**src/rtl/uart_rxf_pkg.sv**
```systemverilog
package uart_rxf_pkg;
  typedef struct packed {
    logic [7:0] data;
    logic       fer;
    logic       per;
  } rxf_entry_t;
endpackage

```
**src/rtl/rxf_store.sv**
```systemverilog
module rxf_store
  import uart_rxf_pkg::*;
#(
  parameter int unsigned DEPTH = 16,
  localparam int unsigned AW = $clog2(DEPTH),
  localparam int unsigned CW = AW + 1
) (
  input  logic          clk_i,
  input  logic          rst_ni,
  input  logic          push_i,
  input  rxf_entry_t    push_entry_i,
  input  logic          pop_i,
  output rxf_entry_t    head_o,
  output logic [CW-1:0] count_o
);
  rxf_entry_t    mem_q [DEPTH];
  logic [AW-1:0] wptr_q, rptr_q;
  logic [CW-1:0] count_q;
  logic          do_push, do_pop;

  // callers gate on full/empty; double-guarded here
  assign do_push = push_i && (count_q != CW'(DEPTH));
  assign do_pop  = pop_i && (count_q != '0);
  assign head_o  = mem_q[rptr_q];
  assign count_o = count_q;

  function automatic logic [AW-1:0] nxt(input logic [AW-1:0] p);
    return (p == AW'(DEPTH - 1)) ? '0 : p + 1'b1;
  endfunction

  always_ff @(posedge clk_i or negedge rst_ni) begin
    if (!rst_ni) begin
      wptr_q  <= '0;
      rptr_q  <= '0;
      count_q <= '0;
    end else begin
      if (do_push) wptr_q <= nxt(wptr_q);
      if (do_pop)  rptr_q <= nxt(rptr_q);
      if (do_push && !do_pop)      count_q <= count_q + 1'b1;
      else if (do_pop && !do_push) count_q <= count_q - 1'b1;
    end
  end

  always_ff @(posedge clk_i) begin
    if (do_push) mem_q[wptr_q] <= push_entry_i;
  end
endmodule

```
**src/rtl/rxf_sticky.sv**
```systemverilog
module rxf_sticky (
  input  logic clk_i,
  input  logic rst_ni,
  input  logic clr_i,
  input  logic set_i,
  input  logic rd_i,
  input  logic wr_i,
  input  logic wdata_i,
  output logic q_o
);
  logic q_q, arm_q;

  always_ff @(posedge clk_i or negedge rst_ni) begin
    if (!rst_ni) begin
      q_q   <= 1'b0;
      arm_q <= 1'b0;
    end else if (clr_i) begin
      q_q   <= 1'b0;
      arm_q <= 1'b0;
    end else begin
      // a read seeing 1 arms the clear; any write consumes the arm
      if (rd_i && q_q) arm_q <= 1'b1;
      else if (wr_i)   arm_q <= 1'b0;
      if (set_i)                          q_q <= 1'b1;
      else if (wr_i && !wdata_i && arm_q) q_q <= 1'b0;
    end
  end

  assign q_o = q_q;
endmodule

```
**src/rtl/uart_rx_fifo_ctrl.sv**
```systemverilog
module uart_rx_fifo_ctrl
  import uart_rxf_pkg::*;
#(
  parameter int unsigned DEPTH = 16,
  localparam int unsigned CW = $clog2(DEPTH) + 1
) (
  input  logic          clk_i,
  input  logic          rst_ni,
  input  logic          standby_i,
  input  logic          rx_en_i,
  input  logic          err_ign_i,
  input  logic          char_valid_i,
  input  logic [7:0]    char_data_i,
  input  logic          char_fer_i,
  input  logic          char_per_i,
  input  logic          rd_i,
  output logic [7:0]    rd_data_o,
  output logic          rd_fer_o,
  output logic          rd_per_o,
  input  logic          stat_rd_i,
  input  logic          stat_wr_i,
  input  logic          stat_wdata_ovr_i,
  input  logic          stat_wdata_err_i,
  output logic          ovr_o,
  output logic          err_o,
  output logic [CW-1:0] fill_o,
  output logic          rx_active_o
);
  rxf_entry_t    head, rd_q, in_entry;
  logic [CW-1:0] count;
  logic          accept, full, push, set_ovr, set_err, pop;

  assign full     = (count == CW'(DEPTH));
  assign accept   = char_valid_i && rx_active_o;
  assign push     = accept && !full;
  assign set_ovr  = accept && full;
  assign set_err  = push && !err_ign_i && (char_fer_i || char_per_i);
  assign pop      = rd_i && (count != '0);
  assign in_entry = '{data: char_data_i, fer: char_fer_i, per: char_per_i};

  rxf_store #(.DEPTH(DEPTH)) u_store (
    .clk_i        (clk_i),
    .rst_ni       (rst_ni),
    .push_i       (push),
    .push_entry_i (in_entry),
    .pop_i        (pop),
    .head_o       (head),
    .count_o      (count)
  );

  rxf_sticky u_ovr (
    .clk_i   (clk_i),
    .rst_ni  (rst_ni),
    .clr_i   (standby_i),
    .set_i   (set_ovr),
    .rd_i    (stat_rd_i),
    .wr_i    (stat_wr_i),
    .wdata_i (stat_wdata_ovr_i),
    .q_o     (ovr_o)
  );

  rxf_sticky u_err (
    .clk_i   (clk_i),
    .rst_ni  (rst_ni),
    .clr_i   (standby_i),
    .set_i   (set_err),
    .rd_i    (stat_rd_i),
    .wr_i    (stat_wr_i),
    .wdata_i (stat_wdata_err_i),
    .q_o     (err_o)
  );

  always_ff @(posedge clk_i or negedge rst_ni) begin
    if (!rst_ni)  rd_q <= '0;
    else if (pop) rd_q <= head;
  end

  assign rd_data_o   = rd_q.data;
  assign rd_fer_o    = rd_q.fer;
  assign rd_per_o    = rd_q.per;
  assign fill_o      = count;
  assign rx_active_o = rx_en_i && !ovr_o && !err_o;
endmodule

```
**config.mk**
```make
export PLATFORM = sky130hd
export DESIGN_NAME = uart_rx_fifo_ctrl
export DESIGN_NICKNAME = d
export VERILOG_FILES = /design/src/rtl/uart_rxf_pkg.sv /design/src/rtl/rxf_store.sv /design/src/rtl/rxf_sticky.sv /design/src/rtl/uart_rx_fifo_ctrl.sv
export SDC_FILE = /design/constraint.sdc
export NUM_CORES = 1
export LEC_CHECK = 0
export BUFFER_PORTS_ARGS = -buffer_cell sky130_fd_sc_hd__clkbuf_2
export CORE_MARGIN = 3
export CORE_UTILIZATION = 60
export CTS_CLUSTER_DIAMETER = 60
export DETAILED_ROUTE_END_ITERATION = 12
export HOLD_SLACK_MARGIN = 0.03
export PLACE_DENSITY = 0.88
export SLEW_MARGIN = 20
export SYNTH_ARGS = -nofsm -noshare
export SYNTH_HDL_FRONTEND = slang
export SYNTH_HIERARCHICAL = 1
export SYNTH_SLANG_ARGS = --single-unit
```
**constraint.sdc**
```tcl
create_clock -name clk_i -period 3.92 [get_ports clk_i]
set_clock_uncertainty 0.05 [all_clocks]
set_input_delay 0.588 -clock clk_i [delete_from_list [all_inputs] [get_ports clk_i]]
set_output_delay 0.588 -clock clk_i [all_outputs]
set_load 0.01 [all_outputs]
```
==> results.cfg <==
[status]
status = completed

[synthesis]
ys_top_cells_by_count = 160 x edfxtp_1, 31 x mux2i_1, 27 x dfrtp_1
synth_edf_count = 160
synth_fp_nets = 444
synth_top_area_share_pct = 62.8
synth.most_common_cell = edfxtp_1
ys_types = 45
synthCells = 413
ys_ff_latch = 187
async_flop_share_pct = 14.4
yosysWarnings = 6
ys_seq_area_share_pct = 71.7
yosys.area.top_type = edfxtp_1
synth.avg_cell_area_um2 = 18.5
synth_area_leaders = edfxtp_1 63%, dfrtp_1 8.8%, mux4_2 5.3%
syn_area_um2 = 7650
ys.flop_type = edfxtp_1

[sta]
worst_pin_slew_ns = 1.05
slew_violations = 0
hold_viol = 0
slew_headroom_pct = 30.0
finalSetupViolations = 0
rsz0062_at_grt = false
layout_min_cycle_time_ns = 3.14
fmax_mhz = 318
setup_tns_ns = 0
finalCritPeriodShare_pct = 80.2

[routing]
drt_iter0_drc = 617
wl_per_cell_um = 24.6
avgViaCountPerCell = 6.37
vias = 4125
ant_nets = 0
post-route-drc-count = 0
drt_first_pass_iters = 5
totalWireLength_um = 15900

[floorplan]
core_area_um2 = 12200
dieHeight_um = 119
die_area_um2 = 14100
io-pin-count = 39
initial_core_util_pct = 62.6
die_w_um = 119
rows = 40

[power]
swShare_pct = 31.2
power.switching_uw = 1880
clock_power_share_pct = 28.6
power.leakage_uw = 0.00305
ir_drop_mv = 0.324
powerDensity_nw_per_um2 = 697
power.total_uw = 6030
pwr-share-seq_pct = 43.9
p_comb_share_pct = 27.5
p_int_uw = 4150

[setup_path]
cp-end-kind = register
critPathLaunch = u_store/count_o[1]
crit_arrival_ns = 3.44
crit_required_ns = 4.22
worstSetupPathType = register to register
reg2reg_from = u_store/count_o[1]
path_max_fanout = 11
critPathLaunchType = register

[cells_and_area]
syn2layout_area_growth_pct = 13.2
fin_util_pct = 70.9
drive_above_1_share_pct = 26.0
antenna_cells = 0
nNetsFinal = 498

[clock_tree]
cts_max_level = 4
cts_buffer_depth = 2
root_buffer = clkbuf_16
cts_tree = yes
post_cts_buffers = 0
cts_hold_buf = 0
cts-resized-gates = 0
clkTransAtPathRegs_ns = 0.07
clock_latency_ns = 0.43
cts_sinks = 187
cts_buffers = 17

[placement]
place.gp.congestion = 0.825
hpwl_um = 9740
io_buffer_count = 38

[global_route]
grt_pass1_vias = 4154
grt_max_degree = 55
grt_pass1_wl_um = 25000
grt_overflow = 0
track_usage_pct = 23.8
antenna_found_initial = 0

[hold_path]
worstHoldPathType = input pin to asynchronous set/reset pin

[run]
maxCapViolations = 0
-- cell type report --
type                            count  area, um^2
Clock buffer                       18         429
Clock inverter                     14         169
Fill cell                         714        3560
Inverter                            7        26.3
Multi-Input combinational cell    198        2010
Sequential cell                   187        5480
Tap cell                          168         210
Timing Repair Buffer               56         325
-- final timing paths --
| check | endpoint | slack [ns] | depth (start not counted) |
|---|---|---|---|
| hold / removal | rd_data_o[7] | 0.14 | 1 |
| hold reg to reg | rd_per_o | 0.47 | 1 |
| setup reg to reg | u_store/count_o[4] | 0.78 | 12 |
| max in group asynchronous | u_store/rptr_q[0] | 3.20 | 1 |
| setup / recovery | u_store/count_o[4] | 0.78 | 12 |
| min in group clk_i | u_err/arm_q | 0.35 | 2 |
-- cells in the final DEF (no fill, tap or decap), types with 3 or more instances in the layout --
master      netlist  routed
dfrtp_1          27      25
nor3_1            5       5
a21oi_1           6       6
nand2_1          15      15
nor2_1           20      20
inv_1             7       7
edfxtp_1        160     160
inv_6             0       3
mux2i_1          31      31
xnor2_1           5       5
mux4_2           18      18
a32oi_1          10      10
ha_1              9       9
bufinv_16         0       3
clkbuf_2          2      38
a22oi_1          10      10
buf_4             3      18
mux4_1           12      12
o21ai_0          14      14
mux2_2           12      12
nand2b_1          4       4
clkbuf_16         0      17
clkinvlp_4        0       3
-- critical path, cell delays in order (launching register included) --
cell,delay [ns]
dfrtp_1,0.46
or4_4,0.56
o21ai_2,0.12
buf_4,0.20
inv_1,0.10
o21ai_4,0.10
ha_1,0.21
inv_1,0.12
fa_1,0.44
a21o_1,0.18
a21oi_1,0.17
mux2i_1,0.23
xnor2_1,0.13
-- routing by layer --
layer | global-route usage, % | part of all wire [%] | vias to the layer above
met3 | 5.22 | 7.1 | 24
met5 | 0 | 0 | -
met2 | 38.9 | 51 | 229
met4 | 6.81 | 1.6 | 0
met1 | 32.9 | 40 | 2106
li1 | - | - | 1766
-- stage by stage --
step           std cells  hold WS (ns)  area (um^2)  worst slack, ns
6_report             648         0.144         8660            0.777
5_1_grt              648         0.196         8660            0.572
4_1_cts              648         0.152         8660            0.771
3_5_place_dp         616         0.449         8060            0.809
3_3_place_gp         616         0.440         8060            0.903
2_1_floorplan        413         0.242         7650            0.982
-- logic make-up after synthesis --
| family | Yosys count | synth area share (%) |
|---|---|---|
| AO/OA/AOI/OAI | 51 | 4.68 |
| flip-flops | 187 | 71.7 |
| adder cells (fa/ha/maj) | 10 | 1.73 |
| AND/OR/NAND/NOR | 58 | 3.98 |
| multiplexers | 73 | 15.2 |
| XOR/XNOR | 6 | 0.687 |
| buffers and inverters | 28 | 2.01 |
-- power groups by stage --
| stage | combinational, uW | clock, uW | sequential [uW] |
|---|---|---|---|
| CTS | 1650 | 1750 | 2650 |
| floorplan | 1280 | 0 | 2540 |
| global placement | 1530 | 0 | 2660 |
| detailed placement | 1600 | 0 | 2690 |
| global route | 1770 | 1820 | 2690 |
| finish | 1660 | 1720 | 2650 |
-- sequential cells by signal (all words and copies together) (netlist names) --
name             count
u_store/wptr_q       4
u_store/rptr_q       4
u_store/count_o      5
rd_fer_o             1
u_ovr/arm_q          1
u_ovr/q_o            1
rd_per_o             1
u_store/mem_q      160
u_err/arm_q          1
u_err/q_o            1
rd_data_o            8
No activity file was read; power rests on OpenSTA's default activity.
